===== src/rtl/rss_pkg.sv =====
package rss_pkg;
  localparam int unsigned REG_W    = 8;
  localparam int unsigned POS_WDOG = 6;
  localparam int unsigned POS_BUS  = 5;
  localparam int unsigned POS_POR  = 4;
  localparam int unsigned POS_SUSP = 3;
  localparam int unsigned POS_RUN  = 0;
  localparam int unsigned FLAG_N   = 3;
endpackage


===== src/rtl/rss_sticky.sv =====
module rss_sticky #(
  parameter logic RST_VAL = 1'b0
) (
  input  logic clk,
  input  logic rst_n,
  input  logic set_i,
  input  logic wr_i,
  input  logic wbit_i,
  output logic q_o
);
  logic q_q, q_d;

  always_comb begin
    q_d = q_q;
    if (wr_i && !wbit_i) q_d = 1'b0;
    if (set_i)           q_d = 1'b1;
  end

  always_ff @(posedge clk or negedge rst_n) begin
    if (!rst_n) q_q <= RST_VAL;
    else        q_q <= q_d;
  end

  assign q_o = q_q;
endmodule


===== src/rtl/rss_susp.sv =====
module rss_susp (
  input  logic clk,
  input  logic rst_n,
  input  logic wr_en,
  input  logic wr_susp,
  input  logic bus_act,
  input  logic gpio_req,
  input  logic rc_req,
  output logic susp_q,
  output logic susp_d
);
  logic lock_q, lock_d;
  logic wake;
  logic s_q;

  always_comb begin
    wake   = bus_act || (!lock_q && (gpio_req || rc_req));
    lock_d = lock_q && !(s_q && bus_act);
    if (s_q) susp_d = !wake;
    else     susp_d = wr_en && wr_susp;
  end

  always_ff @(posedge clk or negedge rst_n) begin
    if (!rst_n) begin
      s_q    <= 1'b1;
      lock_q <= 1'b1;
    end else begin
      s_q    <= susp_d;
      lock_q <= lock_d;
    end
  end

  assign susp_q = s_q;
endmodule


===== src/rtl/rss_settle.sv =====
module rss_settle #(
  parameter int unsigned TICKS = 256
) (
  input  logic clk,
  input  logic rst_n,
  input  logic hold_i,
  input  logic tick_i,
  output logic rdy_o
);
  localparam int unsigned CW = (TICKS > 1) ? $clog2(TICKS) : 1;
  localparam logic [CW-1:0] LAST = CW'(TICKS - 1);

  logic [CW-1:0] cnt_q, cnt_d;
  logic          rdy_q, rdy_d;

  always_comb begin
    cnt_d = cnt_q;
    rdy_d = rdy_q;
    if (hold_i) begin
      cnt_d = '0;
      rdy_d = 1'b0;
    end else if (tick_i && !rdy_q) begin
      if (cnt_q == LAST) begin
        cnt_d = '0;
        rdy_d = 1'b1;
      end else begin
        cnt_d = cnt_q + 1'b1;
      end
    end
  end

  always_ff @(posedge clk or negedge rst_n) begin
    if (!rst_n) begin
      cnt_q <= '0;
      rdy_q <= 1'b0;
    end else begin
      cnt_q <= cnt_d;
      rdy_q <= rdy_d;
    end
  end

  assign rdy_o = rdy_q;
endmodule


===== src/rtl/rss_ctrl.sv =====
module rss_ctrl
  import rss_pkg::*;
#(
  parameter int unsigned SETTLE_TICKS = 256
) (
  input  logic             clk,
  input  logic             rst_n,
  input  logic             wr_en,
  input  logic [REG_W-1:0] wr_data,
  output logic [REG_W-1:0] rd_data,
  input  logic             wdog_evt,
  input  logic             busrst_evt,
  input  logic             bus_active,
  input  logic             gpio_wake,
  input  logic             rcpin_wake,
  input  logic             tick_us,
  output logic             osc_en,
  output logic             core_run,
  output logic             core_ready
);
  localparam int unsigned FPOS [FLAG_N] = '{POS_WDOG, POS_BUS, POS_POR};
  localparam logic [FLAG_N-1:0] FRST    = 3'b001;

  logic [FLAG_N-1:0] flag_set;
  logic [FLAG_N-1:0] flag_q;
  logic              susp_q, susp_d;
  logic              run_q, run_d;
  logic              rdy;

  assign flag_set = {wdog_evt, busrst_evt, 1'b0};

  for (genvar g = 0; g < FLAG_N; g++) begin : g_flag
    rss_sticky #(.RST_VAL(FRST[FLAG_N-1-g])) i_flag (
      .clk    (clk),
      .rst_n  (rst_n),
      .set_i  (flag_set[FLAG_N-1-g]),
      .wr_i   (wr_en),
      .wbit_i (wr_data[FPOS[g]]),
      .q_o    (flag_q[FLAG_N-1-g])
    );
  end

  rss_susp i_susp (
    .clk      (clk),
    .rst_n    (rst_n),
    .wr_en    (wr_en),
    .wr_susp  (wr_data[POS_SUSP]),
    .bus_act  (bus_active),
    .gpio_req (gpio_wake),
    .rc_req   (rcpin_wake),
    .susp_q   (susp_q),
    .susp_d   (susp_d)
  );

  rss_settle #(.TICKS(SETTLE_TICKS)) i_settle (
    .clk    (clk),
    .rst_n  (rst_n),
    .hold_i (susp_d),
    .tick_i (tick_us),
    .rdy_o  (rdy)
  );

  always_comb begin
    run_d = run_q;
    if (wr_en) run_d = wr_data[POS_RUN];
  end

  always_ff @(posedge clk or negedge rst_n) begin
    if (!rst_n) run_q <= 1'b1;
    else        run_q <= run_d;
  end

  always_comb begin
    rd_data           = '0;
    rd_data[POS_WDOG] = flag_q[2];
    rd_data[POS_BUS]  = flag_q[1];
    rd_data[POS_POR]  = flag_q[0];
    rd_data[POS_SUSP] = susp_q;
    rd_data[POS_RUN]  = run_q;
  end

  assign osc_en     = !susp_q;
  assign core_ready = rdy;
  assign core_run   = run_q && rdy;
endmodule


===== config.mk =====
export PLATFORM = sky130hd
export DESIGN_NAME = rss_ctrl
export DESIGN_NICKNAME = d
export VERILOG_FILES = /design/src/rtl/rss_pkg.sv /design/src/rtl/rss_sticky.sv /design/src/rtl/rss_susp.sv /design/src/rtl/rss_settle.sv /design/src/rtl/rss_ctrl.sv
export SDC_FILE = /design/constraint.sdc
export NUM_CORES = 1
export LEC_CHECK = 0
export BUFFER_PORTS_ARGS = -buffer_cell sky130_fd_sc_hd__buf_2
export CAP_MARGIN = 20
export CORE_UTILIZATION = 25
export CTS_CLUSTER_DIAMETER = 80
export DETAILED_ROUTE_END_ITERATION = 6
export PLACE_DENSITY_LB_ADDON = 0.05
export SLEW_MARGIN = 15
export SYNTH_ARGS = -nofsm -noshare
export SYNTH_HDL_FRONTEND = slang
export SYNTH_SLANG_ARGS = --single-unit

===== constraint.sdc =====
create_clock -name clk -period 2.1 [get_ports clk]
set_clock_uncertainty 0.15 [all_clocks]
set_input_delay 0.63 -clock clk [delete_from_list [all_inputs] [get_ports clk]]
set_output_delay 0.63 -clock clk [all_outputs]
set_load 0.01 [all_outputs]

## Word level (Yosys, flattened, before mapping)

Index checks and enable logic that the tools add are counted.

- Add/sub/neg operators: 1
- Eq/ne operators: 1
- Multiplexer cells: 11
- Reductions and logical operators: 24

Operator list:

| cell | number |
|---|---|
| $mux W8 | 3 |
| $logic_and A1 B1 Y1 | 9 |
| $add A8 B1 Y8 const B | 1 |
| $eq A8 B8 Y1 const B | 1 |
| $logic_not A1 Y1 | 8 |
| $mux W1 | 8 |
| $reduce_bool A2 Y1 | 4 |
| $logic_or A1 B1 Y1 | 2 |
| $reduce_and A2 Y1 | 1 |

- Bits in registers: 15
- Input port bits: 17
- Word-level logic and storage cells: 45

## Longest topological paths before layout

Gate-level depths: netlist of the first run.

- Word-level depth: 7
- Gate-level depth with buffers: 4
- Depth with buffers taken out: 4

## By module

From an unflattened synthesis of the first run, not the netlist that was laid out.

- Cells, all modules: 69
- Area, all modules: 757.0 um^2

Modules (own cells, without submodules):

| module | instances | cells each | area an instance (um^2) |
|---|---|---|---|
| rss_settle | 1 | 43 | 460.4 |
| rss_ctrl | 1 | 10 | 92.6 |
| rss_susp | 1 | 7 | 86.3 |
| rss_sticky (g_flag[0].i_flag ...) | 2 | 3 | 38.8 |
| rss_sticky (g_flag[2].i_flag) | 1 | 3 | 40.0 |

## Worst setup path after synthesis of the first run

OpenSTA, ideal clock, no wires.

- Path kind: input port to flip-flop
- Start point: input port rcpin_wake
- End point: register i_settle.cnt_q[5]
- Library setup time: 0.150 ns
- Data arrival time: 1.335 ns
- Required time: 1.800 ns
- Setup slack: 0.465 ns
- Stages: 4
- Cell sequence: nor2_1 > nor2_1 > o31ai_2 > nor3_1

- Longest elaborated chain between the ends: 6

Ends and longest elaborated chain:

| element | line | text |
|---|---|---|
| start: declaration | rss_ctrl.sv:15 | `input logic rcpin_wake,` |
| $logic_or A1 B1 Y1 * | rss_susp.sv:17 | `wake = bus_act \|\| (!lock_q && (gpio_req \|\| rc_req));` |
| $logic_and A1 B1 Y1 * | rss_susp.sv:17 |  |
| $logic_or A1 B1 Y1 * | rss_susp.sv:17 |  |
| $logic_not A1 Y1 * | rss_susp.sv:19 | `if (s_q) susp_d = !wake;` |
| $mux W1 * | rss_susp.sv:19 |  |
| named net i_settle.hold_i | rss_settle.sv:6 | `input logic hold_i,` |
| $mux W8 or $reduce_bool A2 Y1 (tied branches) | - |  |
| end signal: assignment | rss_settle.sv:37 | `cnt_q <= cnt_d;` |
| end: declaration | rss_settle.sv:13 | `logic [CW-1:0] cnt_q, cnt_d;` |

The timed path passes the listed nets; every way through them passes the cells marked *.
A chain may end at the register's enable or synchronous reset.

## Worst setup path in the final report of the first run

- Start point: register run_q
- End point: output port core_run

- Longest elaborated chain between the ends: 1

Ends and longest elaborated chain:

| element | line | text |
|---|---|---|
| start: declaration | rss_ctrl.sv:27 | `logic run_q, run_d;` |
| start signal: assignment | rss_ctrl.sv:70 | `else run_q <= run_d;` |
| $logic_and A1 B1 Y1 | rss_ctrl.sv:84 | `assign core_run = run_q && rdy;` |
| end: declaration | rss_ctrl.sv:18 | `output logic core_run,` |

Every way passes these cells.

==> results of run 1 <==
-- stage by stage --
stage | instance area (um2) | setup slack [ns]
6_report | 890.9 | 0.2618
5_1_grt | 890.9 | 0.2238
4_1_cts | 890.9 | 0.2430
3_5_place_dp | 864.6 | 0.3261
3_3_place_gp | 864.6 | 0.3235
2_1_floorplan | 773.2 | 0.4649
-- cell type report --
class	instances	area [um2]
Inverter	2	7.507
Fill cell	316	1938
Clock buffer	4	26.28
Tap cell	31	38.79
Timing Repair Buffer	22	112.6
Multi-Input combinational cell	51	325.3
Sequential cell	15	380.4
-- power by group through the flow --
stage               clock network [mW]  logic, mW  registers (mW)
floorplan                            0     0.0717           0.347
CTS                              0.179     0.0971           0.350
global route                     0.190      0.109           0.356
detailed placement                   0     0.0967           0.356
finish                           0.167     0.0945           0.350
global placement                     0     0.0954           0.355
-- cells in the mapped netlist --
master     n  area share [%]
nand2_1    5             2.5
a21o_1     3             2.9
nand3b_1   1            0.98
nor2_1     7             3.4
dfrtp_1   11              36
a21boi_0   2             2.0
ha_1       1             1.6
and3_2     1            0.98
xor2_1     3             3.4
a311oi_1   1             1.1
or3_1      1            0.82
o31ai_2    1             1.6
dfstp_2    4              14
and2_1     1            0.82
conb_1     1            0.49
a31oi_1    1            0.82
o211a_1    1             1.3
or2b_2     1             1.1
mux2_2     1             1.5
nor3_1     2             1.3
and4_4     2             2.9
and2b_1    1            0.98
nand3_1    3             2.0
a21oi_2    1             1.1
a21oi_1    5             3.3
inv_1      2            0.98
nand2b_1   2             1.6
buf_4      8             7.8
nand4_1    1            0.82
-- cells in the final DEF (no fill, tap or decap), types with 2 or more instances in the layout --
cell	instances
a21boi_0	2
a21o_1	3
a21oi_1	5
and4_4	2
buf_2	21
clkbuf_4	3
conb_1	3
dfrtp_1	11
dfstp_2	4
inv_1	2
nand2_1	5
nand2b_1	2
nand3_1	3
nor2_1	7
nor3_1	2
xor2_1	3
-- flip-flops by register name, summed over array words and instances, names as in the netlist --
name / count
i_settle.rdy_o: 1
i_susp.susp_q: 1
g_flag.i_flag.q_o: 3
i_susp.lock_q: 1
run_q: 1
i_settle.cnt_q: 8
-- critical path: stages (launching register included) --
cell,delay (ns)
dfstp_2,0.54
and2_1,0.12
buf_2,0.12
-- final timing paths --
path / start / endpoint / slack (ns)
min reg2reg: g_flag[2].i_flag.q_o / g_flag[2].i_flag.q_o / 0.33
min in group clk: g_flag[2].i_flag.q_o / g_flag[2].i_flag.q_o / 0.33
max in group asynchronous: rst_n / run_q / 1.41
max reg2reg: i_settle.cnt_q[0] / i_settle.cnt_q[0] / 0.51
min: rst_n / i_settle.cnt_q[7] / 0.09
max: run_q / core_run / 0.26
-- logic make-up (layout without fill, tap and decap cells) --
| kind of cell | after synthesis | count (layout) | synth area share (%) |
|---|---|---|---|
| simple gates | 28 | 28 | 20.26 |
| mux | 1 | 1 | 1.470 |
| fa+ha+maj | 1 | 1 | 1.634 |
| flops | 15 | 15 | 49.67 |
| other cells | 1 | 3 | 0.4897 |
| xor+xnor | 3 | 3 | 3.432 |
| buf+inv | 10 | 28 | 8.824 |
| compound gates | 15 | 15 | 14.22 |
-- layer usage --
layer	GRT usage, %	routed length [um]	part of all wire, %	up-vias
met5	0	0	0	-
met4	3.136	12	0.84	0
met3	4.082	78	5.4	2
met2	16.61	662	46	15
met1	13.84	680	47	273
li1	-	-	-	288
==> results.py, run 1 <==
metrics = {
    "yosys": {
        "syn_area_um2": 765.7,
        "ys_seq_area_share_pct": 49.67,
        "netlist_instances": 74,
        "avgSynthCellArea_um2": 10.35,
        "synth_seq_cells": 15,
        "yosys_warnings": 0,
        "synth.distinct_cells": 29,
    },
    "power_and_ir_drop": {
        "clkPwrFrac_pct": 27.3,
        "sw_frac_of_total_pct": 28.75,
        "p_leak_nw": 0.4452,
        "powerDensity_mw_per_mm2": 686.6,
        "power_switching_mw": 0.1758,
        "p_comb_share_pct": 15.5,
        "internal_power_mw": 0.4358,
        "finalPower_mw": 0.6116,
        "ir_drop_uv": 338.7,
        "seqPwrFrac_pct": 57.2,
    },
    "route": {
        "drc": 9,
        "post_drt_wl_per_cell_um": 11.47,
        "drtPass1Iterations": 6,
        "drt_iter0_markers": 26,
        "wl_um": 1434,
        "vias_per_cell": 4.624,
        "ant_nets": 0,
        "num_vias": 578,
    },
    "worst_hold_path": {
        "hold_path.class": "in2async",
    },
    "cts": {
        "cts.sinks": 15,
        "root_buffer": "clkbuf_4",
        "cts_hold_buf": 0,
        "cts_tree": "done",
        "cts_max_level": 1,
        "clock_latency_ns": 0.28,
        "clock_path_buffers": 2,
        "path_clk_slew_ns": 0.09,
        "numCtsBuffers": 3,
        "cts-resized-gates": 0,
        "post_cts_buffers": 0,
    },
    "finish": {
        "n_antenna_cell": 0,
        "fin_nets": 113,
        "areaGrowthSynthToFinish_pct": 16.34,
        "final_util_pct": 31.49,
        "drive_gt1_share_pct": 38.30,
        "finalNonFillerCells": 125,
    },
    "timing": {
        "finalSetupViolations": 0,
        "fmax_ghz": 0.5440,
        "fin_hold_ws_ns": 0.09115,
        "finalMaxSlewViolations": 0,
        "min_period_ns": 1.838,
        "period_share_pct": 87.53,
        "rsz0062_at_grt": "false",
        "fin_setup_tns_ns": 0,
        "finalHoldViolations": 0,
    },
    "floorplan": {
        "die_h_um": 57.35,
        "start_util_pct": 27.07,
        "io_pins": 28,
        "rows": 19,
        "die_area_mm2": 0.003288,
        "core-area_mm2": 0.002829,
        "die_width_um": 57.35,
    },
    "setup_path": {
        "required_ns": 1.32,
        "r2r.worst_path.cells": 4,
        "cp_max_fo": 3,
        "worstPathArrival_ns": 1.06,
        "crit_path_end_kind": "output pin",
        "crit_type": "reg2out",
        "cp-start-kind": "register",
    },
    "flow_run": {
        "cap_viol_max_count": 0,
    },
    "grt": {
        "grt_use_total_pct": 10.70,
        "grt_pass1_wl_um": 2649,
        "antenna_found_initial": 0,
        "grt_pass1_vias": 564,
        "gr-total-overflow": 0,
        "grt_max_degree": 16,
    },
    "placed_design": {
        "post-dp-hpwl_um": 1063,
        "port_buffers": 21,
        "placedCellCount": 121,
        "gp_congestion": 0.7056,
    },
    "outcome": {
        "status": "finished, violations left",
        "violations": "DRC",
    },
}
Note: power is estimated with default switching activity, not from simulation.
==> inputs of run 2 (changes only) <==
--- a/config.mk
+++ b/config.mk
@@ -11,4 +11,5 @@
 export CTS_CLUSTER_DIAMETER = 80
 export DETAILED_ROUTE_END_ITERATION = 6
+export MAX_ROUTING_LAYER = met4
 export PLACE_DENSITY_LB_ADDON = 0.05
 export SLEW_MARGIN = 15
==> constraint.sdc (replaced) <==
create_clock -name clk -period 2.1 [get_ports clk]
set_clock_uncertainty 0.15 [all_clocks]
set_input_delay 0.42 -clock clk [delete_from_list [all_inputs] [get_ports clk]]
set_output_delay 0.42 -clock clk [all_outputs]
set_load 0.01 [all_outputs]
==> run 2 against run 1 <==
  * Critical path depth unchanged
  * Combinational power increased by 2%
  * Largest cell class unchanged
  * Via count fell by 1.7%
  * Clock power barely moved
  * Non-clock buffer count rose by 1
  * The run still ends with DRC left
  * Clock-buffer cell count is 1 lower
  * Critical endpoint unchanged
  * Global-route usage increased by 0.18 points
  * Worst setup slack improved by 0.22 ns
  * Highest routed layer unchanged
==> results.py, run 2 (synthesis results as in run 1) <==
metrics = {
    "outcome": {
        "status": "finished, violations left",
        "violations": "DRC",
    },
    "floorplan": {
        "die_width_um": 57.35,
        "io_pins": 28,
        "die_h_um": 57.35,
        "die_area_mm2": 0.003288,
        "start_util_pct": 27.07,
        "core-area_mm2": 0.002829,
        "rows": 19,
    },
    "grt": {
        "antenna_found_initial": 0,
        "grt_use_total_pct": 10.88,
        "grt_pass1_wl_um": 2649,
        "grt_pass1_vias": 584,
        "gr-total-overflow": 0,
        "grt_max_degree": 16,
    },
    "setup_path": {
        "cp-start-kind": "register",
        "crit_chain": "and2_1 > buf_2",
        "ff2ff_setup_slack_ns": 0.50,
        "r2r-end": "i_settle.cnt_q[0]",
        "cp_max_fo": 3,
        "crit_type": "reg2out",
        "critPathLaunch": "run_q",
        "rr_startpoint": "i_settle.cnt_q[0]",
        "cpLargestDelayFamily": "flip-flops",
        "r2r.worst_path.cells": 4,
        "cp_slowest_cell": "dfstp_2",
        "max_stage_delay_ns": 0.54,
        "crit_path_end_kind": "output pin",
        "worstSetupPathDepth": 2,
        "crit_buf_inv": 1,
        "worstPathArrival_ns": 1.05,
        "required_ns": 1.53,
        "endpoint": "core_run",
    },
    "timing": {
        "fin_setup_tns_ns": 0,
        "finalSetupViolations": 0,
        "period_share_pct": 77.07,
        "fmax_ghz": 0.6178,
        "min_period_ns": 1.619,
        "finalHoldViolations": 0,
        "rsz0062_at_grt": "false",
        "finalMaxSlewViolations": 0,
    },
    "cts": {
        "post_cts_buffers": 0,
        "clock_latency_ns": 0.28,
        "cts_tree": "done",
        "clock_path_buffers": 2,
        "cts-resized-gates": 0,
        "cts_max_level": 1,
        "root_buffer": "clkbuf_4",
        "numCtsBuffers": 3,
        "path_clk_slew_ns": 0.09,
        "cts.sinks": 15,
    },
    "route": {
        "num_vias": 568,
        "drt_iter0_markers": 14,
        "wl_um": 1407,
        "post_drt_wl_per_cell_um": 11.17,
        "ant_nets": 0,
        "drtPass1Iterations": 6,
        "vias_per_cell": 4.508,
        "drc": 9,
    },
    "power_and_ir_drop": {
        "ir_drop_uv": 178.4,
        "powerDensity_mw_per_mm2": 675.9,
        "p_leak_nw": 0.4521,
    },
    "finish": {
        "finalNonFillerCells": 126,
        "regMostFlops": "i_settle.cnt_q",
        "layout_common_cells": "buf_2, dfrtp_1, nor2_1",
        "drive_gt1_share_pct": 38.95,
        "final_util_pct": 31.89,
        "largest_register_ffs": 8,
        "n_antenna_cell": 0,
        "fin_nets": 114,
        "areaGrowthSynthToFinish_pct": 17.81,
        "layout_commonest_cell": "buf_2",
    },
    "worst_hold_path": {
        "hold_path.class": "in2reg",
        "hold_depth": 2,
    },
    "placed_design": {
        "port_buffers": 21,
        "placedCellCount": 121,
        "gp_congestion": 0.7256,
    },
    "flow_run": {
        "cap_viol_max_count": 0,
    },
}
run 2: metrics by stage:
| stage | power [mW] | worst slack [ns] | hold slack (ns) | area [um2] |
|---|---|---|---|---|
| after CTS | 0.6245 | 0.4601 | 0.1498 | 902.1 |
| final | 0.6097 | 0.4814 | 0.1628 | 902.1 |
| after floorplan | 0.4185 | 0.5519 | -0.02559 | 773.2 |
| after global placement | 0.4504 | 0.5141 | 0.2092 | 864.6 |
| after detailed placement | 0.4529 | 0.5152 | 0.2048 | 864.6 |
| after global routing | 0.6565 | 0.3977 | 0.1581 | 902.1 |
run 2: where the power goes:
group	internal, mW	switching, mW
Clock	0.0706	0.0936
Sequential	0.317	0.0319
Combinational	0.0459	0.0504
run 2: how the worst min path moves through the flow:
stage / from / end / slack (ns)
6_report: busrst_evt / g_flag[1].i_flag.q_o / 0.16
5_1_grt: busrst_evt / g_flag[1].i_flag.q_o / 0.16
4_1_cts: busrst_evt / g_flag[1].i_flag.q_o / 0.15
3_5_place_dp: rst_n / i_settle.cnt_q[7] / 0.20
3_3_place_gp: rst_n / i_settle.cnt_q[6] / 0.21
2_1_floorplan: rst_n / g_flag[0].i_flag.q_o / -0.03
run 2: metal layers:
metal / GRT usage, % / vias up / part of all wire (%)
li1: - / 287 / -
met1: 14.10 / 267 / 48
met2: 16.28 / 12 / 47
met3: 2.041 / 2 / 4.3
met4: 5.226 / 0 / 0.64
met5: - / - / 0
run 2: layout make-up:
type | instances | area (um2)
sequential | 15 | 380.4
timing repair buffer | 23 | 122.6
clock buffer | 3 | 22.52
fill | 315 | 1927
multi-input combinational | 51 | 325.3
clock inverter | 1 | 5.005
inverter | 2 | 7.507
tap | 31 | 38.79
run 2: what timing repair did:
item                                    in CTS  in global routing
endpoints found under the setup margin       0                  0
hold buffers                                 1                  0
hold endpoints to repair                    11                  0
==> inputs of run 3 (changes only) <==
- clock period: 2.1 -> 1.65 ns (I/O delays scaled with it)
==> run 3 against run 2 <==
  * The run still ends with DRC left
  * Cell area rose by 3.2%
  * Global-route usage rose by 0.95 points
  * Sequential power is 24% higher
  * First-iteration DRC count is 50% higher
  * Flip-flop and latch count stayed put
  * Via count rose by 3.0%
  * Worst setup slack worse by 0.36 ns
  * Cell count is 3.2% higher
  * Non-clock buffer count grew 4
  * Wire length rose by 5.8%
  * Sequential share of layout area shrank 1.3 points
==> results.py, run 3 (synthesis results as in run 1) <==
metrics = {
    "setup_path": {
        "crit_path_end_kind": "output pin",
        "crit_type": "reg2out",
        "worstPathArrival_ns": 1.05,
        "max_stage_delay_ns": 0.54,
        "cp_max_fo": 3,
        "crit_buf_inv": 1,
        "required_ns": 1.17,
        "cp_slowest_cell": "dfstp_2",
        "cp-start-kind": "register",
        "cpLargestDelayFamily": "flip-flops",
        "crit_chain": "and2_1 > buf_2",
    },
    "grt": {
        "gr-usage-met2_pct": 18.11,
        "grt_pass1_wl_um": 2808,
        "grt_use_total_pct": 11.82,
        "grt_max_degree": 16,
        "grt_use_met1_pct": 14.43,
        "antenna_found_initial": 0,
        "grt_pass1_vias": 613,
        "grtUsageMet3_pct": 4.082,
        "busiest_layer": "met2",
        "gr-total-overflow": 0,
    },
    "power_and_ir_drop": {
        "powerDensity_mw_per_mm2": 862.2,
        "clkPwrFrac_pct": 26.2,
        "p_leak_nw": 0.4694,
        "seqPwrFrac_pct": 54.0,
        "ir_drop_uv": 368.4,
        "internal_power_mw": 0.5752,
        "p_comb_share_pct": 19.8,
        "sw_frac_of_total_pct": 28.33,
        "power_switching_mw": 0.2274,
    },
    "finish": {
        "n_antenna_cell": 0,
        "drive_gt1_share_pct": 40.40,
        "layout_common_cells": "buf_2, dfrtp_1, nor2_1",
        "layout_commonest_cell": "buf_2",
        "regMostFlops": "i_settle.cnt_q",
        "largest_register_ffs": 8,
        "final_util_pct": 32.91,
        "fin_nets": 118,
        "areaGrowthSynthToFinish_pct": 21.57,
    },
    "timing": {
        "setup_slack_ns": 0.1197,
        "rsz0062_at_grt": "false",
        "finalSetupViolations": 0,
        "finalMaxSlewViolations": 0,
        "period_share_pct": 92.74,
        "fin_hold_ws_ns": 0.07227,
        "fmax_ghz": 0.6535,
        "fin_setup_tns_ns": 0,
        "finalHoldViolations": 0,
        "min_period_ns": 1.530,
    },
    "cts": {
        "cts_tree": "done",
        "cts.sinks": 15,
        "path_clk_slew_ns": 0.09,
        "root_buffer": "clkbuf_4",
        "cts_max_level": 1,
        "clock_latency_ns": 0.28,
        "post_cts_buffers": 0,
        "clock_path_buffers": 2,
        "numCtsBuffers": 3,
    },
    "floorplan": {
        "rows": 19,
        "start_util_pct": 27.07,
        "core-area_mm2": 0.002829,
        "die_area_mm2": 0.003288,
        "die_width_um": 57.35,
        "die_h_um": 57.35,
        "io_pins": 28,
    },
    "route": {
        "drt_iter0_markers": 21,
        "vias_per_cell": 4.500,
        "num_vias": 585,
        "wl_um": 1489,
        "drc": 8,
        "ant_nets": 0,
        "drtPass1Iterations": 6,
        "post_drt_wl_per_cell_um": 11.45,
    },
    "placed_design": {
        "gp_congestion": 0.7221,
        "post-place-ws_ns": 0.1352,
        "post-dp-hpwl_um": 1122,
        "port_buffers": 21,
    },
    "flow_run": {
        "cap_viol_max_count": 0,
    },
    "outcome": {
        "status": "finished, violations left",
        "violations": "DRC",
    },
    "worst_hold_path": {
        "hold_path.class": "in2reg",
    },
}
-- run 3: cell types whose count changed in the layout (fill, tap and decap cells not counted), sizes merged --
cell	change
buf	+4
clkbuf	+1
clkinv	-1
-- run 3: through the flow --
step           total power, mW  instances  instance area [um2]
2_1_floorplan           0.5326         76                773.2
3_3_place_gp            0.5985        125                894.6
3_5_place_dp            0.6006        125                894.6
4_1_cts                 0.8233        130                930.9
5_1_grt                 0.8596        130                930.9
6_report                0.8026        130                930.9
-- run 3: layout make-up --
cell class | instances | area [um2]
repair buffers | 27 | 152.6
well taps | 31 | 38.79
fillers | 318 | 1898
clock buffers | 4 | 26.28
inverters | 2 | 7.507
flip-flops and latches | 15 | 380.4
multi-input cells | 51 | 325.3
-- run 3: worst paths after layout --
path,start,to,slack [ns],depth (start not counted)
max reg2reg,i_settle.cnt_q[2],i_settle.cnt_q[0],0.14,4
min reg2reg,g_flag[2].i_flag.q_o,g_flag[2].i_flag.q_o,0.33,1
max,run_q,core_run,0.12,2
min in group asynchronous,rst_n,i_settle.cnt_q[4],0.33,2
max in group asynchronous,rst_n,g_flag[2].i_flag.q_o,0.72,2
min,busrst_evt,g_flag[1].i_flag.q_o,0.07,2
-- run 3: worst register-to-register path: stages (launching register included) --
cell	delay (ns)
dfrtp_1	0.43
and4_4	0.21
and4_4	0.20
or3_1	0.36
a21oi_2	0.11
-- run 3: metal layers --
layer  wire length (um)  share of wire, %
met1                720                48
met4                 14              0.94
met5                  0                 0
met3                 58               3.9
met2                695                47
-- run 3: power groups by stage --
stage               Clock, mW  Sequential [mW]  Combinational [mW]
floorplan                   0            0.441              0.0912
global placement            0            0.441               0.158
detailed placement          0            0.442               0.159
CTS                     0.226            0.435               0.162
global route            0.236            0.442               0.181
finish                  0.210            0.434               0.159
-- run 3: what timing repair did --
item	in CTS	in global routing
hold endpoints to repair	11	0
gates resized for setup	0	0
hold buffers	1	0
